==> src/rtl/tbs_pkg.sv <==
package tbs_pkg;
  typedef enum logic [1:0] {
    RNG_LO  = 2'd0,
    RNG_HI  = 2'd1,
    RNG_BAD = 2'd2
  } range_e;
endpackage

==> src/rtl/tbs_regfile.sv <==
module tbs_regfile #(
  parameter int DW          = 64,
  parameter int ASID_W      = 16,
  parameter int ASID_NARROW = 8
) (
  input  logic          clk,
  input  logic          rst_n,
  input  logic          we,
  input  logic          addr,
  input  logic [DW-1:0] wdata,
  input  logic          asid8,
  output logic [DW-1:0] rdata,
  output logic [DW-1:0] lo_q,
  output logic [DW-1:0] hi_q
);
  localparam int ZW = ASID_W - ASID_NARROW;

  logic [DW-1:0] store_q [2];

  for (genvar g = 0; g < 2; g++) begin : g_entry
    always_ff @(posedge clk or negedge rst_n) begin
      if (!rst_n)                         store_q[g] <= '0;
      else if (we && (addr == 1'(g)))     store_q[g] <= wdata;
    end
  end

  assign lo_q = store_q[0];
  assign hi_q = store_q[1];

  always_comb begin
    rdata = store_q[addr];
    if (asid8) rdata[DW-1 -: ZW] = '0;
  end
endmodule

==> src/rtl/tbs_range_decode.sv <==
module tbs_range_decode #(
  parameter int VA_W   = 64,
  parameter int IMPL_W = 48
) (
  input  logic [VA_W-IMPL_W-1:0] va_top,
  output tbs_pkg::range_e        rng
);
  always_comb begin
    if (va_top == '0)       rng = tbs_pkg::RNG_LO;
    else if (&va_top)       rng = tbs_pkg::RNG_HI;
    else                    rng = tbs_pkg::RNG_BAD;
  end
endmodule

==> src/rtl/tbs_align_check.sv <==
module tbs_align_check #(
  parameter int BW        = 48,
  parameter int ALW       = 6,
  parameter int MIN_ALIGN = 6
) (
  input  logic [BW-1:0]  base,
  input  logic [ALW-1:0] align_log2,
  output logic           misalign
);
  localparam logic [ALW-1:0] MIN_V = ALW'(MIN_ALIGN);

  logic [ALW-1:0] eff;

  always_comb begin
    eff      = (align_log2 < MIN_V) ? MIN_V : align_log2;
    misalign = 1'b0;
    for (int i = 1; i < BW; i++) begin
      if ((i < int'(eff)) && base[i]) misalign = 1'b1;
    end
  end
endmodule

==> src/rtl/tbs_selector.sv <==
module tbs_selector #(
  parameter int VA_W        = 64,
  parameter int IMPL_W      = 48,
  parameter int ASID_W      = 16,
  parameter int ASID_NARROW = 8,
  parameter int ALW         = 6,
  parameter int MIN_ALIGN   = 6
) (
  input  logic              clk,
  input  logic              rst_n,
  input  logic              reg_we,
  input  logic              reg_addr,
  input  logic [VA_W-1:0]   reg_wdata,
  output logic [VA_W-1:0]   reg_rdata,
  input  logic              cfg_asid_hi,
  input  logic              cfg_asid8,
  input  logic [ALW-1:0]    cfg_align_log2,
  input  logic              req_valid,
  output logic              req_ready,
  input  logic [VA_W-1:0]   req_va,
  output logic              rsp_valid,
  input  logic              rsp_ready,
  output logic              rsp_hi,
  output logic              rsp_fault,
  output logic              rsp_misalign,
  output logic [VA_W-ASID_W-1:0] rsp_base,
  output logic [ASID_W-1:0] rsp_asid
);
  localparam int BW = VA_W - ASID_W;
  localparam int ZW = ASID_W - ASID_NARROW;

  logic [VA_W-1:0] lo_q, hi_q, walk_reg, asid_reg;
  tbs_pkg::range_e rng;
  logic [BW-1:0]   nxt_base;
  logic [ASID_W-1:0] nxt_asid;
  logic            nxt_mis, accept;

  tbs_regfile #(.DW(VA_W), .ASID_W(ASID_W), .ASID_NARROW(ASID_NARROW)) u_regs (
    .clk(clk), .rst_n(rst_n), .we(reg_we), .addr(reg_addr), .wdata(reg_wdata),
    .asid8(cfg_asid8), .rdata(reg_rdata), .lo_q(lo_q), .hi_q(hi_q)
  );

  tbs_range_decode #(.VA_W(VA_W), .IMPL_W(IMPL_W)) u_dec (
    .va_top(req_va[VA_W-1:IMPL_W]), .rng(rng)
  );

  assign walk_reg = (rng == tbs_pkg::RNG_HI) ? hi_q : lo_q;
  assign asid_reg = cfg_asid_hi ? hi_q : lo_q;
  assign nxt_base = walk_reg[BW-1:0] & ~BW'(1);

  always_comb begin
    nxt_asid = asid_reg[VA_W-1 -: ASID_W];
    if (cfg_asid8) nxt_asid[ASID_W-1 -: ZW] = '0;
  end

  tbs_align_check #(.BW(BW), .ALW(ALW), .MIN_ALIGN(MIN_ALIGN)) u_align (
    .base(nxt_base), .align_log2(cfg_align_log2), .misalign(nxt_mis)
  );

  assign req_ready = !rsp_valid || rsp_ready;
  assign accept    = req_valid && req_ready;

  always_ff @(posedge clk or negedge rst_n) begin
    if (!rst_n) begin
      rsp_valid    <= 1'b0;
      rsp_hi       <= 1'b0;
      rsp_fault    <= 1'b0;
      rsp_misalign <= 1'b0;
      rsp_base     <= '0;
      rsp_asid     <= '0;
    end else if (accept) begin
      rsp_valid <= 1'b1;
      if (rng == tbs_pkg::RNG_BAD) begin
        rsp_hi       <= 1'b0;
        rsp_fault    <= 1'b1;
        rsp_misalign <= 1'b0;
        rsp_base     <= '0;
        rsp_asid     <= '0;
      end else begin
        rsp_hi       <= (rng == tbs_pkg::RNG_HI);
        rsp_fault    <= 1'b0;
        rsp_misalign <= nxt_mis;
        rsp_base     <= nxt_base;
        rsp_asid     <= nxt_asid;
      end
    end else if (rsp_ready) begin
      rsp_valid <= 1'b0;
    end
  end
endmodule

==> config.mk <==
export PLATFORM = sky130hd
export DESIGN_NAME = tbs_selector
export DESIGN_NICKNAME = d
export VERILOG_FILES = /design/src/rtl/tbs_pkg.sv /design/src/rtl/tbs_regfile.sv /design/src/rtl/tbs_range_decode.sv /design/src/rtl/tbs_align_check.sv /design/src/rtl/tbs_selector.sv
export SDC_FILE = /design/constraint.sdc
export NUM_CORES = 1
export LEC_CHECK = 0
export ABC_AREA = 1
export BUFFER_PORTS_ARGS = -buffer_cell sky130_fd_sc_hd__buf_2
export CORE_AREA = 3 3 170 172
export DETAILED_ROUTE_END_ITERATION = 10
export DIE_AREA = 0 0 173 175
export PLACE_DENSITY = 0.66
export SLEW_MARGIN = 5
export SYNTH_ARGS = -nofsm -noshare
export SYNTH_HDL_FRONTEND = slang
export SYNTH_SLANG_ARGS = --single-unit
==> constraint.sdc <==
create_clock -name clk -period 1.51 [get_ports clk]
set_input_delay 0.2265 -clock clk [delete_from_list [all_inputs] [get_ports clk]]
set_output_delay 0.2265 -clock clk [all_outputs]
set_load 0.005 [all_outputs]
After elaboration in Yosys (flattened, before gate mapping):

Index checks and enable logic that the tools add are counted.

* eq/ne operators: 2
* bitwise gates (word level): 2
* reduce and logical (&&, ||, !) cells: 55
* order comparisons: 49
* muxes and demuxes: 64

Operators with widths (count)
* 64-bit two-way mux: 4
* 5-bit by 6-bit < comparator with 1-bit output, first input constant: 16
* 6-bit < comparator, first input constant: 16
* 48-bit two-way mux: 2
* 1-bit two-way mux: 52
* 1-bit logical AND: 50
* 4-bit by 6-bit < comparator with 1-bit output, first input constant: 8
* 3-bit by 6-bit < comparator with 1-bit output, first input constant: 4
* 16-bit zero test: 1
* 16-bit two-way mux: 1
* 8-bit two-way mux: 2
* 16-bit AND reduction: 1
* 2-bit by 6-bit < comparator with 1-bit output, first input constant: 2
* 1-bit by 6-bit < comparator with 1-bit output, first input constant: 1
* 6-bit by 3-bit < comparator with 1-bit output, second input constant: 1
* 6-bit two-way mux: 1
* 2-bit two-way mux: 2
* 2-bit by 1-bit equality test with 1-bit output, second input constant: 1
* 2-bit equality test, second input constant: 1
* 2-bit greater-or-equal comparator, second input constant: 1
* 1-bit NOT with 2-bit output: 1
* 2-bit nonzero test: 1
* 1-bit zero test: 1
* 1-bit logical OR: 1
* 1-bit NOT: 1

* logic and storage cells: 180
* output and inout bits: 133
* bits of input ports: 142
* flip-flop bits (word level): 196

Depth between registers and ports, before layout:

Gate-level depths: netlist of run 1.

* depth in word-level cells: 54
* mapped depth: 17
* mapped depth without buffers: 16

Modules after synthesis:

Synthesis of run 1 repeated with hierarchy kept, for this count alone.

* cells, all modules: 1477
* area, all modules: 10234.8 µm²

Modules (own cells, without submodules)
* tbs_regfile: sequential area each 3203.1 µm², times used 1, area each 5876.9 µm², cells an instance 778
* tbs_selector: sequential area each 1676.6 µm², times used 1, area each 3435.8 µm², cells an instance 497
* tbs_align_check: sequential area each 0.0 µm², times used 1, area each 780.7 µm², cells an instance 165
* tbs_range_decode: sequential area each 0.0 µm², times used 1, area each 141.4 µm², cells an instance 37

Least setup slack after synthesis of run 1:

Ideal clock, no wire load.

* path type: input -> register
* start: in req_va[56]
* end: reg rsp_misalign
* cell stages on the path: 14
* data required time: 1393 ps
* setup slack: -16 ps
* buffers on the path: 1
* arrival: 1410 ps
* library setup time: 117 ps
* cell sequence: nand2_1 nor2_2 nand2_2 nor2_4 buf_6 o21ai_1 nand2_1 nand3_1 nor2_1 nand2_1 nor2_1 nand2_1 nand2_1 nand2_1

* longest elaborated chain between the ends: 54
* elaborated cells on any way between the ends: 102
* classes of those cells: 2 x eq/ne; 51 x mux; 49 x reduce/logical

Ends and longest elaborated chain
* start, declared: RTL line tbs_selector.sv:20 `input logic [VA_W-1:0] req_va,`
* 16-bit AND reduction: RTL line tbs_range_decode.sv:10 `else if (&va_top) rng = tbs_pkg::RNG_HI;`
* 2-bit two-way mux: RTL line tbs_range_decode.sv:10
* 2-bit two-way mux *: RTL line tbs_range_decode.sv:9 `if (va_top == '0) rng = tbs_pkg::RNG_LO;`
* 2-bit by 1-bit equality test with 1-bit output: RTL line tbs_selector.sv:47 `assign walk_reg = (rng == tbs_pkg::RNG_HI) ? hi_q : lo_q;`
* 48-bit two-way mux: RTL line tbs_selector.sv:47
* 1-bit logical AND: RTL line tbs_align_check.sv:18 `if ((i < int'(eff)) && base[i]) misalign = 1'b1;`
* 1-bit two-way mux (47 in a row): RTL line tbs_align_check.sv:18
* 1-bit two-way mux *: RTL line tbs_selector.sv:73 `if (rng == tbs_pkg::RNG_BAD) begin`
* end signal, assigned: RTL line tbs_selector.sv:82 `rsp_misalign <= nxt_mis;`
* end, declared: RTL line tbs_selector.sv:25 `output logic rsp_misalign,`

Mark *: on every way between the ends. The rest lies on a longest branch, timed or not.
A chain may end at the register's enable or synchronous reset.

Worst setup path after layout of run 1:

* start: in req_va[51]
* end: reg rsp_misalign

The elaborated chain is that of the path after synthesis.

==> run_results.csv, run 1 <==
group,metric,value,unit
routing,wl_per_cell,16.2,um
timing,layout_worst_path_cycle_share,98.7,%
critical_path,r2r_slack,120,ps
synthesis,ys_seq_area_share,51.1,%
timing,rsz0062_at_grt,"yes",
global_route,grt_pass1_vias,8750,
synthesis,synth_area,9560,um^2
global_route,grt_max_degree,65,
floorplan,design.die.area,30300,um^2
clock_tree,cts.sinks,195,
global_route,antenna_found_initial,2,
timing,hold_viol_final,0,
timing,slew_viol_final,0,
cells_and_area,fin_area,12900,um^2
placement,dpl.hpwl,22.4,mm
clock_tree,clk_pin_slew_worst_paths,90,ps
power,ir_drop,0.000688,V
routing,routed_via_density,4.84,
clock_tree,clock-root-buffer,"clkbuf_16",
placement,dp_cells,1856,
outcome,status,"finished, final reports clean",
clock_tree,clkLatencyLatePin,440,ps
clock_tree,ctsHtreeMaxLevel,4,
critical_path,crit_path_start_kind,"input port",
synthesis,yosys_warnings,0,
cells_and_area,area_delta_synth_final,35.2,%
cells_and_area,final_cell_mix,"nand2_1 (353), buf_2 (221), o21ai_0 (211), dfrtp_1 (195), inv_1 (155)",
power,p_leak,6.91,nW
critical_path,cp.arrival,1820,ps
cells_and_area,fin_nets,1651,
critical_path,worstPathMaxFanout,5,
synthesis,synth_cell_types,29,
power,fin_total_pwr,12.8,mW
timing,min_period,1490,ps
cells_and_area,final_cells,1901,
synthesis,synth_cells,1210,
timing,fin_worst_skew,10.2,ps
placement,placed_cell_area,12000,um^2
synthesis,ys_ff_latch,195,
cells_and_area,drive_above_1_share,28.8,%
floorplan,coreArea,27600,um^2
clock_tree,cts_tree,"built",
floorplan,rows,61,
timing,fmax,671,MHz
clock_tree,clockBufferDepth,2,
placement,port_buffers,225,
routing,wirelength,30.9,mm
power,power-per-cell-area,994,nW/um^2
cells_and_area,final_common_cell,"nand2_1",
critical_path,cp-startpoint,"req_va[51]",
placement,place.gp.congestion,0.887,
floorplan,dieWidth,173,um
critical_path,required,1840,ps
routing,final_antenna_net_count,0,
critical_path,crit_type,"input port to flip-flop",
global_route,grt_overflow,0,
routing,drt_first_iter_violations,685,
cells_and_area,fillers,2812,
floorplan,io_pins,275,
synthesis,synth_area_per_cell,7.90,um^2
hold_path,hp-class,"input port to flip-flop",
critical_path,endpoint_kind,"flip-flop",
global_route,grt_pass1_wl,48.1,mm
global_route,grtUsageTotal,20.0,%
routing,vias,9201,
hold_path,min_from,"reg_wdata[61]",
flow_run,cap_violations,0,
floorplan,start_util,34.6,%
critical_path,r2r_start,"rsp_valid$_DFFE_PN0P_",
routing,firstDrtPassIters,5,
synthesis,syn-num-nets,1352,
clock_tree,numCtsBuffers,17,
floorplan,chipHeight,175,um
timing,finalSetupViolCount,0,
routing,drc,0,
==> state kept, by name, summed over array words and instances (netlist names) <==
name,flops
rsp_valid,1
rsp_asid,16
u_regs.lo_q,64
rsp_misalign,1
u_regs.hi_q,64
rsp_hi,1
rsp_base,47
rsp_fault,1
==> power breakdown <==
part	internal, mW	switching, mW
Sequential	5.65	0.308
Combinational	0.984	1.33
Clock	2.23	2.33
==> kinds of logic (layout without fill, tap and decap cells) <==
logic type	count (synthesis)	after routing	synth area share (%)
DFF	195	195	51.1
muxes	13	13	1.36
AOI/OAI and AO/OA	310	310	18.2
other	1	2	0.0392
buffers and inverters	224	536	9.62
and+or+nand+nor	467	467	19.7
==> path summary, 6_finish.rpt <==
| check | end | cells past startpoint |
|---|---|---|
| worst max-delay path | rsp_misalign$_DFFE_PN0P_ | 15 |
| worst min-delay path | u_regs.lo_q[61]$_DFFE_PN0P_ | 3 |
| worst max register to register | rsp_base[28]$_DFFE_PN0P_ | 7 |
| worst min register to register | u_regs.lo_q[47]$_DFFE_PN0P_ | 2 |
| max in group asynchronous | u_regs.hi_q[44]$_DFFE_PN0P_ | 3 |
| min in group asynchronous | u_regs.hi_q[17]$_DFFE_PN0P_ | 2 |
==> metrics by stage <==
stage	setup slack, ps	utilization [%]	hold WS (ps)	TNS (ps)
6_report	19.4	46.8	39.4	0
5_1_grt	-132	46.8	36.0	-132
4_1_cts	4.29	45.6	24.1	0
3_5_place_dp	-543	43.4	231	-8230
3_3_place_gp	-519	43.4	227	-9660
2_1_floorplan	6.22	-	-69.1	0
==> metal layers <==
metal	GRT usage, %	share of wire (%)	vias to the layer above	wire length (um)
li1	-	-	4489	-
met3	5.24	6.9	26	2130
met2	31.8	47	296	14600
met5	0	0.023	-	7
met4	5.17	1.6	2	482
met1	27.2	44	4388	13600
==> Yosys cell counts (all sizes together) <==
master / number / area share (%)
a32o: 17 / 1.8
inv: 156 / 6.1
clkinv: 1 / 0.039
mux2i: 13 / 1.4
a21oi: 14 / 0.73
o21ai: 253 / 13
nor4: 4 / 0.26
conb: 1 / 0.039
a22o: 23 / 2.1
clkbuf: 51 / 2.0
o211ai: 2 / 0.16
nor2: 53 / 2.6
buf: 16 / 1.4
nand3: 27 / 1.5
o21bai: 1 / 0.079
nand4: 7 / 0.46
nand2: 376 / 15
dfrtp: 195 / 51
==> timing repair <==
| action | in CTS | in global routing |
|---|---|---|
| setup endpoints to repair | 22 | 12 |
| setup buffers | 0 | 6 |
| cloned | 0 | 5 |
| hold buffers | 1 | 0 |
| endpoints found under the hold margin | 41 | 0 |
| pin swaps | 0 | 17 |
| resized for setup | 4 | 48 |
==> final cells by class <==
| cell class | instances | area, um^2 | area share (%) |
|---|---|---|---|
| antenna | 1 | 2.50 | 0.0194 |
| clock buffer | 17 | 425 | 3.29 |
| clock inverter | 15 | 161 | 1.25 |
| inverter | 157 | 591 | 4.57 |
| multi-input combinational | 791 | 3940 | 30.5 |
| sequential | 195 | 4880 | 37.8 |
| tap | 378 | 473 | 3.66 |
| timing repair buffer | 347 | 2450 | 19.0 |
==> critical path, stage by stage <==
cell and delay (ps):
buf_2 100, nand2_2 60, nor2_4 170, nand2_4 100, nor2_8 230, clkbuf_16 190
nand2_2 50, o21ai_2 70, nand3_2 140, nor2_4 150, nand3_2 90, nor2_2 80
nand2_1 50, nand2_1 50, nand2_1 40
No activity file was read; power rests on OpenSTA's default activity.
==> run 2, diff against run 1 <==
--- a/config.mk
+++ b/config.mk
@@ -7,9 +7,10 @@
 export LEC_CHECK = 0
 export ABC_AREA = 1
 export BUFFER_PORTS_ARGS = -buffer_cell sky130_fd_sc_hd__buf_2
-export CORE_AREA = 3 3 170 172
+export CORE_AREA = 3 3 121 240
 export DETAILED_ROUTE_END_ITERATION = 10
-export DIE_AREA = 0 0 173 175
+export DIE_AREA = 0 0 124 243
+export GPL_TIMING_DRIVEN = 0
 export PLACE_DENSITY = 0.66
 export SLEW_MARGIN = 5
 export SYNTH_ARGS = -nofsm -noshare
==> run 2 against run 1 <==
  * The flow now finishes with violations (setup timing)
  * Worst hold slack got worse by 10 ps
  * First-iteration DRC count fell by 26%
  * Combinational power barely moved
  * Critical path depth did not move
  * Clock skew rose by 2.5 ps
  * Setup slack got worse by 59 ps
  * Cell count fell by 3.6%
  * Utilization fell by 1.8 points
  * Sequential power barely moved
  * Largest cell class unchanged
==> run_results.csv, run 2 (synthesis results as in run 1) <==
group,metric,value,unit
cells_and_area,fin_nets,1609,
routing,routed_via_density,5.10,
floorplan,io_pins,275,
flow_run,cap_violations,0,
global_route,grt_overflow,0,
hold_path,hp-class,"input port to flip-flop",
timing,fin_worst_skew,12.7,ps
timing,fin_ws,-39.8,ps
placement,dpl.hpwl,28.3,mm
cells_and_area,finish.utilization,45.0,%
timing,worstMarginPinSlew,708,ps
timing,min_period,1550,ps
timing,finalSetupViolCount,2,
floorplan,design.die.area,30100,um^2
power,fin_total_pwr,12.9,mW
clock_tree,clock-root-buffer,"clkbuf_16",
routing,drc,0,
cells_and_area,fillers,2829,
outcome,violations,"setup timing",
critical_path,worstPathMaxFanout,8,
routing,wirelength,36.4,mm
power,p_leak,6.62,nW
timing,slew_viol_final,0,
clock_tree,cts.sinks,195,
floorplan,chipHeight,243,um
cells_and_area,final_cells,1833,
critical_path,endpoint_kind,"flip-flop",
placement,pre_cts_ws,-982,ps
routing,drt_first_iter_violations,505,
routing,firstDrtPassIters,5,
critical_path,crit_type,"input port to flip-flop",
routing,vias,9344,
critical_path,crit_path_start_kind,"input port",
power,power-per-cell-area,1040,nW/um^2
floorplan,rows,86,
cells_and_area,final_cell_mix,"nand2_1 (343), buf_2 (214), o21ai_0 (197), dfrtp_1 (195), inv_1 (154)",
clock_tree,ctsHtreeMaxLevel,4,
clock_tree,cts_tree,"built",
clock_tree,clk_pin_slew_worst_paths,80,ps
power,ir_drop,0.000904,V
clock_tree,clockBufferDepth,2,
timing,max_slew_margin,52.8,%
routing,final_antenna_net_count,0,
clock_tree,numCtsBuffers,17,
floorplan,dieWidth,124,um
timing,hold_viol_final,0,
cells_and_area,area_delta_synth_final,29.6,%
critical_path,required,1870,ps
floorplan,coreArea,27500,um^2
global_route,grt_pass1_wl,53.6,mm
cells_and_area,drive_above_1_share,26.3,%
outcome,status,"complete, but fails checks",
global_route,antenna_found_initial,2,
critical_path,cp.arrival,1910,ps
placement,port_buffers,222,
timing,rsz0062_at_grt,"yes",
clock_tree,clkLatencyLatePin,460,ps
floorplan,start_util,34.7,%
timing,layout_worst_path_cycle_share,103,%
global_route,grt_max_degree,116,
placement,dp_cells,1785,
global_route,grtUsageTotal,24.3,%
global_route,grt_pass1_vias,9307,
timing,tns,-59.9,ps
cells_and_area,final_common_cell,"nand2_1",
timing,fmax,645,MHz
routing,wl_per_cell,19.9,um
placement,place.gp.congestion,1.00,
run 2: worst paths after layout:
path                                          endpoint  cells after the start  slack (ps)                   startpoint
max                           rsp_misalign$_DFFE_PN0P_                     15         -40                   req_va[59]
min                        u_regs.hi_q[54]$_DFFE_PN0P_                      3          30                reg_wdata[54]
max reg2reg                   rsp_misalign$_DFFE_PN0P_                     10         -10  u_regs.lo_q[13]$_DFFE_PN0P_
min reg2reg                   rsp_misalign$_DFFE_PN0P_                      2         480     rsp_misalign$_DFFE_PN0P_
max in group asynchronous      rsp_base[4]$_DFFE_PN0P_                      3         190                        rst_n
min in group asynchronous     rsp_base[37]$_DFFE_PN0P_                      2         310                        rst_n
run 2: critical path, cell delays in order:
cell     delay, ps
buf_6           80
nand2_4         50
nor2_4         160
nand2_4        110
nor2_8         210
buf_12         180
nand2_4         50
nand3_2         80
nand4_1        210
nor2_2         200
nand2_1         70
nor2_1         100
nand2_1         60
nand2_1         50
nand2_1         50
run 2: power breakdown:
part / internal (mW) / total, mW / switching (mW)
Clock: 2.48 / 4.58 / 2.09
Combinational: 0.824 / 2.31 / 1.49
Sequential: 5.66 / 5.97 / 0.310
Total: 8.96 / 12.9 / 3.89
run 2: stage by stage:
stage | hold WS, ps | area, um^2
after floorplan | -69.1 | 9620
after global placement | 466 | 11200
after detailed placement | 270 | 11200
after CTS | 22.3 | 12200
after global routing | 34.0 | 12400
final | 29.1 | 12400
run 2: timing repair:
item	in CTS	in global routing
buffers inserted	13	2
gates cloned	1	0
pin swaps	21	26
setup endpoints to repair	130	147
resized for setup	104	69
hold buffers	1	0
endpoints found under the hold margin	80	0
run 2: final cells by class:
type / instances / area (um^2) / area share [%]
repair buffers: 240 / 1430 / 11.5
clock buffers: 19 / 443 / 3.58
inverters: 157 / 594 / 4.80
flip-flops and latches: 195 / 4880 / 39.4
clock inverters: 12 / 133 / 1.07
plain buffers: 65 / 424 / 3.42
well taps: 352 / 440 / 3.56
multi-input cells: 791 / 4040 / 32.6
diodes: 2 / 5.00 / 0.0404
run 2: layer usage:
metal  GRT usage, %  vias to the layer above  share of wire, %
li1               -                     4418                 -
met1           24.9                     4484                34
met2           44.1                      348                55
met3           4.17                       94               5.1
met4           15.1                        0               6.1
met5              0                        -                 0
==> run 3, diff against run 2 <==
--- a/config.mk
+++ b/config.mk
@@ -11,7 +11,9 @@
 export DETAILED_ROUTE_END_ITERATION = 10
 export DIE_AREA = 0 0 124 243
 export GPL_TIMING_DRIVEN = 0
+export HOLD_SLACK_MARGIN = 0.1
 export PLACE_DENSITY = 0.66
+export RECOVER_POWER = 100
 export SLEW_MARGIN = 5
 export SYNTH_ARGS = -nofsm -noshare
 export SYNTH_HDL_FRONTEND = slang
==> run 3 against run 2 <==
  * Final area up 4.1%
  * Setup slack worse by 29 ps
  * The flow still finishes with violations (setup timing)
  * Worst hold slack better by 100 ps
  * Clock power about the same
  * Fmax down 1.8%
  * Global-route usage up 0.50 points
  * Total power up 1.0%
  * Combinational power up 5%
  * Flip-flop and latch count unchanged
  * Critical path depth unchanged
  * Highest routed layer unchanged
  * Register-to-register slack worse by 20 ps
==> run_results.csv, run 3 (synthesis results as in run 1) <==
group,metric,value,unit
cells_and_area,drive_above_1_share,20.2,%
power,switchingPower,3.95,mW
critical_path,crit_type,"input port to flip-flop",
routing,drt_first_iter_violations,499,
power,ir_drop,0.000757,V
timing,fmax,633,MHz
cells_and_area,fin_area,12900,um^2
timing,max_slew_margin,52.9,%
power,power-per-cell-area,1010,nW/um^2
critical_path,worstPathMaxFanout,8,
clock_tree,clk_pin_slew_worst_paths,80,ps
floorplan,dieWidth,124,um
routing,wl_per_cell,19.7,um
hold_path,hp-class,"input port to flip-flop",
critical_path,endpoint_kind,"flip-flop",
cells_and_area,finish.utilization,46.8,%
power,power.internal,9.04,mW
power,pwr-share-comb,18.7,%
global_route,grtUsageTotal,24.8,%
global_route,antenna_found_initial,0,
clock_tree,numCtsBuffers,17,
timing,layout_worst_path_cycle_share,105,%
floorplan,chipHeight,243,um
clock_tree,ctsHtreeMaxLevel,4,
routing,wirelength,37.4,mm
floorplan,coreArea,27500,um^2
global_route,grt_overflow,0,
timing,slew_viol_final,0,
clock_tree,clkLatencyLatePin,460,ps
routing,vias,9609,
clock_tree,clockBufferDepth,2,
floorplan,start_util,34.7,%
outcome,violations,"setup timing",
global_route,grt_pass1_vias,9610,
flow_run,cap_violations,0,
timing,finalSetupViolCount,8,
cells_and_area,final_cell_mix,"nand2_1 (344), dfrtp_1 (195), o21ai_0 (194), inv_1 (154), buf_2 (132)",
power,p_seq_share,45.9,%
routing,final_antenna_net_count,0,
timing,min_period,1580,ps
floorplan,io_pins,275,
outcome,status,"complete, but fails checks",
placement,placed_cell_area,11200,um^2
global_route,grt_max_degree,116,
critical_path,crit_path_start_kind,"input port",
power,p_leak,6.58,nW
floorplan,design.die.area,30100,um^2
clock_tree,cts.sinks,195,
timing,fin_worst_skew,14.0,ps
placement,pre_cts_ws,-982,ps
routing,firstDrtPassIters,5,
timing,worstMarginPinSlew,706,ps
power,p_clk_share,35.4,%
floorplan,rows,86,
timing,rsz0062_at_grt,"yes",
power,sw_frac_of_total,30.4,%
clock_tree,clock-root-buffer,"clkbuf_16",
placement,place.gp.congestion,1.00,
power,fin_total_pwr,13.0,mW
timing,fin_ws,-68.9,ps
critical_path,required,1870,ps
timing,hold_viol_final,0,
routing,drc,0,
cells_and_area,fin_nets,1672,
clock_tree,cts_tree,"built",
cells_and_area,fillers,2799,
cells_and_area,area_delta_synth_final,34.9,%
placement,port_buffers,222,
placement,dpl.hpwl,28.3,mm
cells_and_area,n_antenna_cell,0,
cells_and_area,final_common_cell,"nand2_1",
critical_path,cp.arrival,1940,ps
routing,routed_via_density,5.07,
global_route,grt_pass1_wl,55.0,mm
-- run 3: cell count changes in the layout (fill, tap and decap cells not counted), moves of 3 or more --
| cell | delta |
|---|---|
| buf_2 | -82 |
| clkbuf_1 | +72 |
| clkbuf_2 | +13 |
| dlygate4sd3_1 | +64 |
| nand3_2 | -3 |
| o21ai_0 | -3 |
| o21ai_1 | +6 |
| o21ai_2 | -3 |
-- run 3: power by group through the flow --
stage | registers [mW] | clock network [mW] | logic [mW]
global placement | 6.02 | 0 | 2.11
finish | 5.97 | 4.60 | 2.42
detailed placement | 6.05 | 0 | 2.15
CTS | 5.95 | 4.62 | 2.39
global route | 6.02 | 4.85 | 2.68
floorplan | 5.97 | 0 | 1.15
-- run 3: timing repair --
action / 4_1_cts / 5_1_grt
buffers inserted: 13 / 1
hold buffers: 65 / 0
endpoints found under the setup margin: 130 / 149
pin swaps: 21 / 28
hold endpoints to repair: 202 / 0
cloned: 1 / 0
gates resized for setup: 104 / 68
-- run 3: worst max-delay path, cell delays in order --
cell	delay (ps)
buf_6	80
nand2_4	50
nor2_4	160
nand2_4	110
nor2_8	210
buf_12	180
nand2_2	60
nand3_1	100
nand4_1	190
nor2_2	210
nand2_1	80
nor2_1	100
nand2_1	60
nand2_1	50
nand2_1	50
-- run 3: routing by layer --
layer	routed length (um)	global-route usage, %	vias up
li1	-	-	4531
met1	12900	25.6	4597
met2	20200	44.7	376
met3	1790	3.99	105
met4	2390	16.1	0
met5	0	0	-
-- run 3: worst paths after layout --
| path | cells past startpoint | slack [ps] | startpoint | end |
|---|---|---|---|---|
| min in group asynchronous | 2 | 310 | rst_n | rsp_base[37]$_DFFE_PN0P_ |
| setup / recovery | 15 | -70 | req_va[59] | rsp_misalign$_DFFE_PN0P_ |
| max in group asynchronous | 3 | 170 | rst_n | u_regs.hi_q[5]$_DFFE_PN0P_ |
| hold / removal | 3 | 130 | reg_wdata[20] | u_regs.lo_q[20]$_DFFE_PN0P_ |
| setup reg to reg | 10 | -30 | u_regs.lo_q[13]$_DFFE_PN0P_ | rsp_misalign$_DFFE_PN0P_ |
| hold reg to reg | 2 | 480 | rsp_misalign$_DFFE_PN0P_ | rsp_misalign$_DFFE_PN0P_ |
-- run 3: metrics by stage --
stage                     hold WS (ps)  instances  setup TNS [ps]
after floorplan                  -69.1       1210               0
final                              129       1894            -202
after CTS                          103       1893               0
after global routing               119       1894           -1110
after global placement             466       1784         -703450
after detailed placement           270       1785         -113900
-- run 3: final cells by class --
| class | instances | area [um^2] | area share [%] |
|---|---|---|---|
| inverters | 157 | 594 | 4.61 |
| flip-flops and latches | 195 | 4880 | 37.9 |
| well taps | 352 | 440 | 3.42 |
| repair buffers | 303 | 1970 | 15.3 |
| clock inverters | 12 | 133 | 1.03 |
| multi-input cells | 791 | 4020 | 31.2 |
| clock buffers | 19 | 443 | 3.44 |
| plain buffers | 65 | 413 | 3.20 |
